--- config.mk ---
export PLATFORM = sky130hd
export DESIGN_NAME = otp_append_log
export DESIGN_NICKNAME = d
export VERILOG_FILES = /design/src/rtl/otp_log_pkg.sv /design/src/rtl/otp_log_dp.sv /design/src/rtl/otp_log_ctrl.sv /design/src/rtl/otp_append_log.sv
export SDC_FILE = /design/constraint.sdc
export NUM_CORES = 1
export LEC_CHECK = 0
export CAP_MARGIN = 20
export CORE_MARGIN = 8
export CORE_UTILIZATION = 46
export DETAILED_ROUTE_END_ITERATION = 8
export PLACE_DENSITY = 0.77
export SETUP_SLACK_MARGIN = 0.15
export SLEW_MARGIN = 20
export SYNTH_ARGS = -nofsm -noshare
export SYNTH_HDL_FRONTEND = slang
export SYNTH_HIERARCHICAL = 1
export SYNTH_SLANG_ARGS = --single-unit
--- constraint.sdc ---
create_clock -name clk -period 5.3 [get_ports clk]
set_input_delay 1.59 -clock clk [delete_from_list [all_inputs] [get_ports clk]]
set_output_delay 1.59 -clock clk [all_outputs]
set_load 0.02 [all_outputs]
--- src/rtl/otp_log_pkg.sv ---
package otp_log_pkg;

  // strobes from the control FSM to the datapath
  typedef struct packed {
    logic loadWr;   // capture the record to be programmed
    logic capWord;  // store one decoded word into the read buffer
    logic clrRd;    // start of a record read
  } dpStrobe_t;

  // number of Hamming check bits for dw data bits
  function automatic int eccChkBits(input int dw);
    int p;
    p = 1;
    while ((1 << p) < dw + p + 1) p++;
    return p;
  endfunction

endpackage

--- src/rtl/otp_log_dp.sv ---
module otp_log_dp
  import otp_log_pkg::*;
#(
  parameter int DATA_W = 16,
  parameter int RECW   = 7,
  parameter int KW     = 3,
  localparam int DW1   = DATA_W + 1,
  localparam int P     = eccChkBits(DW1),
  localparam int N     = DW1 + P,
  localparam int REC_BITS = DATA_W * RECW
) (
  input  logic                clk,
  input  logic                rstN,
  input  dpStrobe_t           strobe,
  input  logic [KW-1:0]       wordSel,
  input  logic [REC_BITS-1:0] wrData,
  input  logic [N:0]          memRdData,
  output logic [N:0]          memPgmData,
  output logic                blank,
  output logic [REC_BITS-1:0] rdData,
  output logic                rdUncorr
);

  logic [REC_BITS-1:0] wrBuf;
  logic [DW1-1:0]      decWord;
  logic                dblErr;

  // Hamming code over positions 1..N, overall parity in bit 0
  function automatic logic [N:0] hamEnc(input logic [DW1-1:0] d);
    logic [N:0] c;
    logic       x;
    int         j;
    c = '0;
    j = 0;
    for (int p = 1; p <= N; p++) begin
      if ((p & (p - 1)) != 0) begin
        c[p] = d[j];
        j++;
      end
    end
    for (int i = 0; i < P; i++) begin
      x = 1'b0;
      for (int p = 1; p <= N; p++)
        if (((p >> i) & 1) == 1 && p != (1 << i)) x ^= c[p];
      c[1 << i] = x;
    end
    c[0] = ^c[N:1];
    return c;
  endfunction

  // stored form is inverted so that an erased (all ones) cell is a clean,
  // unused word; marker bit 0 means the word holds data
  always_comb begin
    memPgmData = ~hamEnc(~{1'b0, wrBuf[wordSel*DATA_W +: DATA_W]});
  end

  always_comb begin
    logic [N:0]     cw;
    logic [P-1:0]   syn;
    logic           ovr;
    logic [DW1-1:0] dx;
    int             j;
    cw  = ~memRdData;
    syn = '0;
    for (int p = 1; p <= N; p++)
      if (cw[p]) syn ^= P'(p);
    ovr    = ^cw;
    dblErr = (syn != '0) && !ovr;
    if ((syn != '0) && ovr && (int'(syn) <= N)) cw[syn] = ~cw[syn];
    dx = '0;
    j  = 0;
    for (int p = 1; p <= N; p++) begin
      if ((p & (p - 1)) != 0) begin
        dx[j] = cw[p];
        j++;
      end
    end
    decWord = ~dx;
  end

  assign blank = decWord[DW1-1];

  always_ff @(posedge clk) begin
    if (!rstN) begin
      wrBuf    <= '0;
      rdData   <= '0;
      rdUncorr <= 1'b0;
    end else begin
      if (strobe.loadWr) wrBuf <= wrData;
      if (strobe.clrRd) rdUncorr <= 1'b0;
      if (strobe.capWord) begin
        rdData[wordSel*DATA_W +: DATA_W] <= decWord[DATA_W-1:0];
        if (dblErr) rdUncorr <= 1'b1;
      end
    end
  end

endmodule

--- src/rtl/otp_log_ctrl.sv ---
module otp_log_ctrl
  import otp_log_pkg::*;
#(
  parameter int DEPTH   = 64,
  parameter int RECW    = 7,
  parameter int PGM_CYC = 10000,
  parameter int MAW     = 6,
  parameter int KW      = 3,
  localparam int AW     = $clog2(DEPTH + 1),
  localparam int CNTW   = $clog2(PGM_CYC + 1)
) (
  input  logic           clk,
  input  logic           rstN,
  input  logic           wrReq,
  output logic           wrErr,
  input  logic           rdLatestReq,
  input  logic           rdIdxReq,
  input  logic [MAW-1:0] rdIdx,
  input  logic           rdExt,
  output logic           rdValid,
  output logic           rdErr,
  input  logic           lockReq,
  output logic           busy,
  output logic           full,
  input  logic           blank,
  output dpStrobe_t      strobe,
  output logic [KW-1:0]  wordSel,
  output logic [MAW-1:0] memAddr,
  output logic           memRdEn,
  output logic           memPgmEn
);

  typedef enum logic [2:0] {
    S_SCAN_ISS, S_SCAN_CAP, S_IDLE, S_PGM, S_RD_ISS, S_RD_CAP, S_RD_DONE
  } state_t;

  state_t          st;
  logic [AW-1:0]   nextFree, curAddr, baseW;
  logic [KW-1:0]   wordIdx;
  logic [CNTW-1:0] pgmCnt;
  logic            slotV, slotLatest, slotExt, locked;
  logic [MAW-1:0]  slotIdx;
  logic [31:0]     idxBase;
  logic            rdOk, wrAccept, lastWord, pgmLast;

  assign lastWord = (wordIdx == KW'(RECW - 1));
  assign pgmLast  = (pgmCnt == CNTW'(PGM_CYC - 1));
  assign full     = (32'(DEPTH) - 32'(nextFree)) < 32'(RECW);
  assign busy     = (st != S_IDLE) || slotV;
  assign wrAccept = (st == S_IDLE) && !slotV && wrReq && !full;

  always_comb begin
    idxBase = 32'(slotIdx) * 32'(RECW);
    if (slotLatest) begin
      rdOk  = 32'(nextFree) >= 32'(RECW);
      baseW = nextFree - AW'(RECW);
    end else begin
      rdOk  = (idxBase + 32'(RECW)) <= 32'(nextFree);
      baseW = AW'(idxBase);
    end
    if (slotExt && locked) rdOk = 1'b0;
  end

  assign memRdEn        = (st == S_SCAN_ISS) || (st == S_RD_ISS);
  assign memPgmEn       = (st == S_PGM);
  assign memAddr        = curAddr[MAW-1:0];
  assign wordSel        = wordIdx;
  assign rdValid        = (st == S_RD_DONE);
  assign strobe.loadWr  = wrAccept;
  assign strobe.capWord = (st == S_RD_CAP);
  assign strobe.clrRd   = (st == S_IDLE) && slotV && rdOk;

  always_ff @(posedge clk) begin
    if (!rstN) begin
      st         <= S_SCAN_ISS;
      nextFree   <= '0;
      curAddr    <= '0;
      wordIdx    <= '0;
      pgmCnt     <= '0;
      slotV      <= 1'b0;
      slotLatest <= 1'b0;
      slotExt    <= 1'b0;
      slotIdx    <= '0;
      locked     <= 1'b0;
      rdErr      <= 1'b0;
      wrErr      <= 1'b0;
    end else begin
      wrErr <= wrReq && (busy || full);
      rdErr <= 1'b0;
      if (lockReq) locked <= 1'b1;
      if (!slotV && (rdLatestReq || rdIdxReq)) begin
        slotV      <= 1'b1;
        slotLatest <= rdLatestReq;
        slotIdx    <= rdIdx;
        slotExt    <= rdExt;
      end
      case (st)
        S_SCAN_ISS: st <= S_SCAN_CAP;
        S_SCAN_CAP: begin
          if (blank) begin
            nextFree <= curAddr;
            st       <= S_IDLE;
          end else if (curAddr == AW'(DEPTH - 1)) begin
            nextFree <= AW'(DEPTH);
            st       <= S_IDLE;
          end else begin
            curAddr <= curAddr + 1'b1;
            st      <= S_SCAN_ISS;
          end
        end
        S_IDLE: begin
          if (slotV) begin
            slotV <= 1'b0;
            if (rdOk) begin
              curAddr <= baseW;
              wordIdx <= '0;
              st      <= S_RD_ISS;
            end else begin
              rdErr <= 1'b1;
            end
          end else if (wrAccept) begin
            curAddr <= nextFree;
            wordIdx <= '0;
            pgmCnt  <= '0;
            st      <= S_PGM;
          end
        end
        S_PGM: begin
          if (pgmLast) begin
            pgmCnt <= '0;
            if (lastWord) begin
              nextFree <= nextFree + AW'(RECW);
              st       <= S_IDLE;
            end else begin
              wordIdx <= wordIdx + 1'b1;
              curAddr <= curAddr + 1'b1;
            end
          end else begin
            pgmCnt <= pgmCnt + 1'b1;
          end
        end
        S_RD_ISS: st <= S_RD_CAP;
        S_RD_CAP: begin
          if (lastWord) begin
            st <= S_RD_DONE;
          end else begin
            wordIdx <= wordIdx + 1'b1;
            curAddr <= curAddr + 1'b1;
            st      <= S_RD_ISS;
          end
        end
        S_RD_DONE: st <= S_IDLE;
        default:   st <= S_IDLE;
      endcase
    end
  end


  pgm_above_ptr_chk: assert property (@(posedge clk) disable iff (!rstN)
    memPgmEn |-> (curAddr >= nextFree));


  pgm_busy_chk: assert property (@(posedge clk) disable iff (!rstN)
    memPgmEn |-> busy);


  port_excl_chk: assert property (@(posedge clk) disable iff (!rstN)
    !(memPgmEn && memRdEn));


  full_refuse_chk: assert property (@(posedge clk) disable iff (!rstN)
    (wrReq && full && !busy) |=> !memPgmEn);


  ext_lock_chk: assert property (@(posedge clk) disable iff (!rstN)
    (st == S_IDLE && !slotV && rdIdxReq && !rdLatestReq && rdExt && locked && !wrReq)
      |=> ##1 (rdErr && !rdValid));

endmodule

--- src/rtl/otp_append_log.sv ---
module otp_append_log
  import otp_log_pkg::*;
#(
  parameter int DATA_W  = 16,
  parameter int RECW    = 7,
  parameter int DEPTH   = 64,
  parameter int PGM_CYC = 10000,
  localparam int REC_BITS = DATA_W * RECW,
  localparam int CWW      = DATA_W + 1 + eccChkBits(DATA_W + 1) + 1,
  localparam int MAW      = $clog2(DEPTH),
  localparam int KW       = (RECW > 1) ? $clog2(RECW) : 1
) (
  input  logic                clk,
  input  logic                rstN,
  input  logic                wrReq,
  input  logic [REC_BITS-1:0] wrData,
  output logic                wrErr,
  input  logic                rdLatestReq,
  input  logic                rdIdxReq,
  input  logic [MAW-1:0]      rdIdx,
  input  logic                rdExt,
  output logic                rdValid,
  output logic [REC_BITS-1:0] rdData,
  output logic                rdUncorr,
  output logic                rdErr,
  input  logic                lockReq,
  output logic                busy,
  output logic                full,
  output logic [MAW-1:0]      memAddr,
  output logic                memRdEn,
  input  logic [CWW-1:0]      memRdData,
  output logic                memPgmEn,
  output logic [CWW-1:0]      memPgmData
);

  dpStrobe_t     strobe;
  logic [KW-1:0] wordSel;
  logic          blank;

  otp_log_ctrl #(
    .DEPTH(DEPTH), .RECW(RECW), .PGM_CYC(PGM_CYC), .MAW(MAW), .KW(KW)
  ) u_ctrl (
    .clk(clk), .rstN(rstN),
    .wrReq(wrReq), .wrErr(wrErr),
    .rdLatestReq(rdLatestReq), .rdIdxReq(rdIdxReq), .rdIdx(rdIdx), .rdExt(rdExt),
    .rdValid(rdValid), .rdErr(rdErr), .lockReq(lockReq),
    .busy(busy), .full(full), .blank(blank),
    .strobe(strobe), .wordSel(wordSel),
    .memAddr(memAddr), .memRdEn(memRdEn), .memPgmEn(memPgmEn)
  );

  otp_log_dp #(
    .DATA_W(DATA_W), .RECW(RECW), .KW(KW)
  ) u_dp (
    .clk(clk), .rstN(rstN),
    .strobe(strobe), .wordSel(wordSel), .wrData(wrData),
    .memRdData(memRdData), .memPgmData(memPgmData), .blank(blank),
    .rdData(rdData), .rdUncorr(rdUncorr)
  );

endmodule

==> results of run 1 <==
[metrics by stage]
step | std cells | total power, W | setup slack (ns) | area, sq um
2_1_floorplan | 1483 | 0.00282 | 0.164 | 13600
3_3_place_gp | 2141 | 0.00329 | -0.0653 | 17200
3_5_place_dp | 2142 | 0.00330 | -0.134 | 17300
4_1_cts | 2200 | 0.00536 | 0.121 | 18300
5_1_grt | 2203 | 0.00557 | 0.0978 | 18300
6_report | 2203 | 0.00535 | 0.284 | 18300
[flip-flops by register name (all words and copies together) (netlist names), 3 cells and up]
signal,count
u_ctrl/wordSel,3
u_dp/wrBuf,112
u_ctrl/nextFree,7
u_ctrl/slotIdx,6
u_dp/rdData,112
u_ctrl/pgmCnt,14
u_ctrl/st,3
u_ctrl/curAddr,7
[where the power goes]
| group | switching (W) | internal (W) |
|---|---|---|
| Clock | 0.000829 | 0.00125 |
| Sequential | 0.0000522 | 0.00207 |
| Combinational | 0.000584 | 0.000557 |
| Total | 0.00147 | 0.00388 |
[worst max-delay path, cell delays in order (launching register included)]
cell and delay [ns]:
dfxtp_4 0.44, buf_4 0.21, mux4_2 0.51, a21oi_1 0.24, inv_1 0.13, xnor3_1 0.44
xnor2_2 0.20, xnor2_1 0.31, dlygate4sd2_1 0.40
[final cells by class]
type	instances	area [sq um]	share of cell area
Clock buffer	46	860	0.0469
Clock inverter	7	118	0.00641
Inverter	42	158	0.00860
Multi-Input combinational cell	1067	7670	0.418
Sequential cell	271	5430	0.296
Tap cell	390	488	0.0266
Timing Repair Buffer	380	3620	0.197
[kinds of logic after synthesis]
group | after synthesis | share of synthesized area
multiplexers | 166 | 0.138
adder cells (fa/ha/maj) | 35 | 0.0353
other | 1 | 0.000276
buffers and inverters | 145 | 0.0428
AND/OR/NAND/NOR | 490 | 0.181
flip-flops | 271 | 0.399
AO/OA/AOI/OAI | 281 | 0.134
XOR/XNOR | 94 | 0.0701
[placed cells by master (no fill, tap or decap), types with 8 or more instances in the layout]
cell type and n:
xnor2_1 52, buf_4 82, mux4_2 16, clkbuf_16 29
dfxtp_1 270, and3_1 8, nand4_1 11, nand2_1 166
a211oi_1 9, xnor2_2 9, nor2b_1 121, a31oi_1 9
nor2_1 79, a21oi_1 55, mux2_2 12, mux2i_1 138
ha_1 28, xor2_1 25, nor3_1 8, o211a_1 29
clkbuf_1 10, inv_1 41, and2_1 25, nand3_1 25
a22oi_1 14, o21ai_1 9, o21ai_0 97, clkdlybuf4s50_1 288
nand2b_1 10
[what timing repair did]
item | CTS | global route
pin swaps | 2 | 2
hold buffers | 0 | 0
endpoints found under the setup margin | 6 | 4
setup buffers | 5 | 3
resized for setup | 12 | 5
[how the worst max path moves through the flow]
stage,startpoint,to,slack [ns],depth (start not counted)
after detailed placement,memRdData[22],u_ctrl/curAddr[5],-0.13,12
after CTS,u_ctrl/wordSel[0],memPgmData[0],0.12,12
after global placement,memRdData[11],u_ctrl/curAddr[6],-0.07,14
final,u_ctrl/wordSel[0],memPgmData[1],0.28,8
after floorplan,memRdData[21],u_ctrl/nextFree[3],0.16,14
after global routing,u_ctrl/wordSel[0],memPgmData[0],0.1,10
[per-layer routing]
| metal | vias to the layer above | part of all wire | track usage |
|---|---|---|---|
| li1 | 5741 | - | - |
| met1 | 5560 | 0.43 | 0.282 |
| met2 | 450 | 0.47 | 0.384 |
| met3 | 79 | 0.076 | 0.0563 |
| met4 | 2 | 0.027 | 0.0633 |
| met5 | - | 0.00031 | 0 |
==> results.cfg, run 1 <==
[outcome]
outcome = finished clean

[die]
ios = 297
start_util = 0.463
die_h_um = 188
core_sq_um = 29400
die_x_um = 188
die_area_sq_um = 35300
rows = 63

[placed_design]
place.gp.congestion = 0.900
dp_hpwl_um = 31200
io_buffer_count = 295

[synthesis]
ys_seq_elements = 271
synth_edf_count = 0
synth_area_per_cell_sq_um = 9.17
synthMostInstantiatedCell = dfxtp_1
post_synth_num_cell_types = 77
yosys-top-cells-area = dfxtp_1 (40%), mux2i_1 (10%), nor2b_1 (5.6%)
ys.flop_type = dfxtp_1
syn-cell-area_sq_um = 13600
ys_seq_area_frac = 0.399
synthCells = 1483
synth_common_cells = dfxtp_1 (271), nand2_1 (166), mux2i_1 (138)
synthArstFlopShare = 0
yosysTopAreaCell = dfxtp_1
post-synth-top-area-fraction = 0.399
yosys_warnings = 6
synth_nets = 1665

[clocking]
cts_tree = yes
cts_made_buffers = 29
cts_root_buf = clkbuf_16
cts_num_sinks = 271
path_clk_slew_ns = 0.06
cts_htree_levels = 1
insertion_delay_ns = 0.54
clockBufferDepth = 3

[route]
ant_nets = 0
route.detailed.drc = 0
viasPerCell = 5.37
drt_iter0_drc = 842
firstDrtPassIters = 6
wl_per_cell_um = 19.0
wirelength_um = 41800
vias = 11800

[global_route]
grt_pass1_vias = 11800
grt_overflow = 0
grt_pass1_wl_um = 65900
grt_use_total = 0.227
grt_max_degree = 158
antenna_found_initial = 1

[worst_hold_path]
hp-start = u_dp/rdData[22]
hold_depth = 2
hold_path.class = reg2reg
holdPathEnd = u_dp/rdData[22]

[timing]
tns_ns = 0
final-max-slew-violation-count = 0
setup_viol_count_final = 0
fmax_mhz = 199
relSlewSlack = 0.307
skew_ns = 0.00752
hold_slack_ns = 0.449
fin_crit_sh = 0.946
finalHoldViolCount = 0
grt_setup_unrepaired = true
fin_crit_ns = 5.02
worst_slew_pin_slew_ns = 1.04

[worst_setup_path]
ff2ff_path_depth = 15
start_kind = register
cp.arrival_ns = 3.43
crit_path_max_fanout = 7
endpoint_kind = output port
regToRegSetupSlack_ns = 0.54
timing.rr.start = u_ctrl/slotIdx[0]
crit_type = reg2out
crit_required_ns = 3.71
r2r_end = u_ctrl/curAddr[6]

[cells_and_area]
nNetsFinal = 1973
antennaDiodeCount = 0
utilization = 0.624
fill_cells = 2441
area_growth_syn_to_layout_pct = 34.8
drive_above_1_share = 0.103

[power_and_ir_drop]
p_per_area_nw_per_um2 = 292
vdd_drop_max_mv = 0.255
power_leakage_nw = 6.89

[run]
max_cap_violations = 0
No activity file was read; power rests on OpenSTA's default activity.
==> inputs of run 2 (changes only) <==
--- a/config.mk
+++ b/config.mk
@@ -7,9 +7,9 @@
 export LEC_CHECK = 0
 export CAP_MARGIN = 20
 export CORE_MARGIN = 8
-export CORE_UTILIZATION = 46
+export CORE_UTILIZATION = 40
 export DETAILED_ROUTE_END_ITERATION = 8
-export PLACE_DENSITY = 0.77
+export PLACE_DENSITY = 0.68
 export SETUP_SLACK_MARGIN = 0.15
 export SLEW_MARGIN = 20
 export SYNTH_ARGS = -nofsm -noshare
==> constraint.sdc (replaced) <==
create_clock -name clk -period 5.3 [get_ports clk]
set_input_delay 1.59 -clock clk [delete_from_list [all_inputs] [get_ports clk]]
set_output_delay 1.59 -clock clk [all_outputs]
set_load 0.05 [all_outputs]
==> run 2 against run 1 <==
  * Non-clock buffer count down 3
  * Sequential share of layout area down 0.54 points
  * Clock power up 6%
  * Setup slack worse by 0.037 ns
  * Die area up 14%
  * Clock-buffer cell count down 2
  * First-iteration DRC count down 39%
  * Via count down 1.7%
  * Register-to-register slack better by 0.06 ns
  * Maximum frequency down 0.72%
  * Global-route usage down 2.9 points
  * Power up 3.8%
  * Critical path type unchanged
==> results.cfg, run 2 (synthesis results as in run 1) <==
[cells_and_area]
layoutNonFillerInstCount = 2262
final_common_cell = clkdlybuf4s50_1
fill_cells = 2939
nNetsFinal = 1971
top_regs = u_dp/rdData: 112 flops, u_dp/wrBuf: 112 flops, u_ctrl/pgmCnt: 14 flops
final_cell_mix = clkdlybuf4s50_1 (272), dfxtp_1 (270), nand2_1 (165)
drive_above_1_share = 0.119
area_growth_syn_to_layout_pct = 37.3
stdcell_area_sq_um = 18700

[worst_setup_path]
crit_type = reg2out
crit_path_max_fanout = 4
cpPeakStageDelay_ns = 0.54
timing.rr.start = u_ctrl/slotIdx[0]
cp.arrival_ns = 3.46
path_cells = buf_4 -> buf_4 -> mux4_2 -> a21oi_1 -> xnor2_1 -> xnor2_1 -> xnor2_2 -> xor2_1 -> xnor2_2 -> buf_12
slowest_stage = mux4_2
crit_required_ns = 3.71
startpoint = u_ctrl/wordSel[0]
start_kind = register
endpoint_kind = output port

[timing]
skew_ns = 0.0115
fin_crit_sh = 0.953
fmax_mhz = 198
final-max-slew-violation-count = 0
setup_viol_count_final = 0
finalHoldViolCount = 0
fin_crit_ns = 5.05
grt_setup_unrepaired = true
relSlewSlack = 0.454
worst_slew_pin_slew_ns = 0.816
hold_slack_ns = 0.452

[power_and_ir_drop]
vdd_drop_max_mv = 0.261
p_total_w = 0.00555
p_per_area_nw_per_um2 = 297
power_leakage_nw = 7.02

[clocking]
clockBufferDepth = 3
cts_tree = yes
cts_num_sinks = 271
hold_buffers = 0
path_clk_slew_ns = 0.06
cts_made_buffers = 30
cts_htree_levels = 1
insertion_delay_ns = 0.55
cts_root_buf = clkbuf_16

[placed_design]
placed_cells = 2197
io_buffer_count = 295
dp_hpwl_um = 31900
place_area_sq_um = 17500
place.gp.congestion = 0.902

[run]
max_cap_violations = 0

[die]
core_sq_um = 33500
ios = 297
start_util = 0.406
die_area_sq_um = 40200
rows = 67
die_x_um = 200
die_h_um = 200

[outcome]
outcome = finished clean

[global_route]
grt_use_total = 0.198
grt_max_degree = 112
grt_pass1_wl_um = 64900
grt_pass1_vias = 11600
antenna_found_initial = 4
grt_overflow = 0

[route]
route.detailed.drc = 0
drt_iter0_drc = 512
viasPerCell = 5.14
vias = 11600
wirelength_um = 41900
wl_per_cell_um = 18.5
ant_nets = 0
firstDrtPassIters = 7

[worst_hold_path]
hold_path.class = reg2reg
hp-start = u_dp/rdData[108]
[run 2: through the flow]
stage | utilization | setup TNS, ns | setup WS, ns
after global placement | 0.521 | -0.560 | -0.129
after CTS | 0.556 | 0 | 0.200
after floorplan | - | 0 | 0.148
after global routing | 0.557 | 0 | 0.148
after detailed placement | 0.521 | -0.835 | -0.121
final | 0.557 | 0 | 0.247
[run 2: where the power goes]
part	switching (W)	internal [W]
registers	0.0000507	0.00207
clock network	0.000839	0.00136
logic	0.000631	0.000595
total	0.00152	0.00403
[run 2: per-layer routing]
metal  vias to the layer above  GRT usage  wire, um
li1                       5731          -         -
met1                      5462      0.245     18200
met2                       361      0.334     19700
met3                        67     0.0547      3070
met4                         4     0.0499       999
met5                         -          0        19
[run 2: final timing paths]
kind / endpoint / slack, ns / depth (start not counted)
worst min register to register: u_dp/rdData[108] / 0.45 / 2
worst min-delay path: u_dp/rdData[108] / 0.45 / 2
worst max register to register: u_ctrl/curAddr[5] / 0.60 / 16
worst max-delay path: memPgmData[0] / 0.25 / 10
[run 2: layout make-up]
type | count | area, sq um | area share
clock inverter | 11 | 166 | 0.00891
antenna | 2 | 5.00 | 0.000268
timing repair buffer | 377 | 3770 | 0.202
sequential | 271 | 5430 | 0.291
inverter | 42 | 161 | 0.00864
multi-input combinational | 1067 | 7690 | 0.412
tap | 448 | 561 | 0.0300
clock buffer | 44 | 895 | 0.0479
[run 2: what timing repair did]
item                       4_1_cts  5_1_grt
gates resized for setup         10        6
setup endpoints to repair        4        4
hold endpoints to repair         0        0
setup buffers                    7        1
pin swaps                        1        3
gates cloned                     0        0
[run 2: critical path: cells and delay by family, from the launching register on]
kind | cells | cell delay [ns]
xor gates and xnor gates | 5 | 1.13
muxes | 1 | 0.54
buffers and inverters | 3 | 0.49
AOI/OAI and AO/OA | 1 | 0.39
DFF | 1 | 0.36
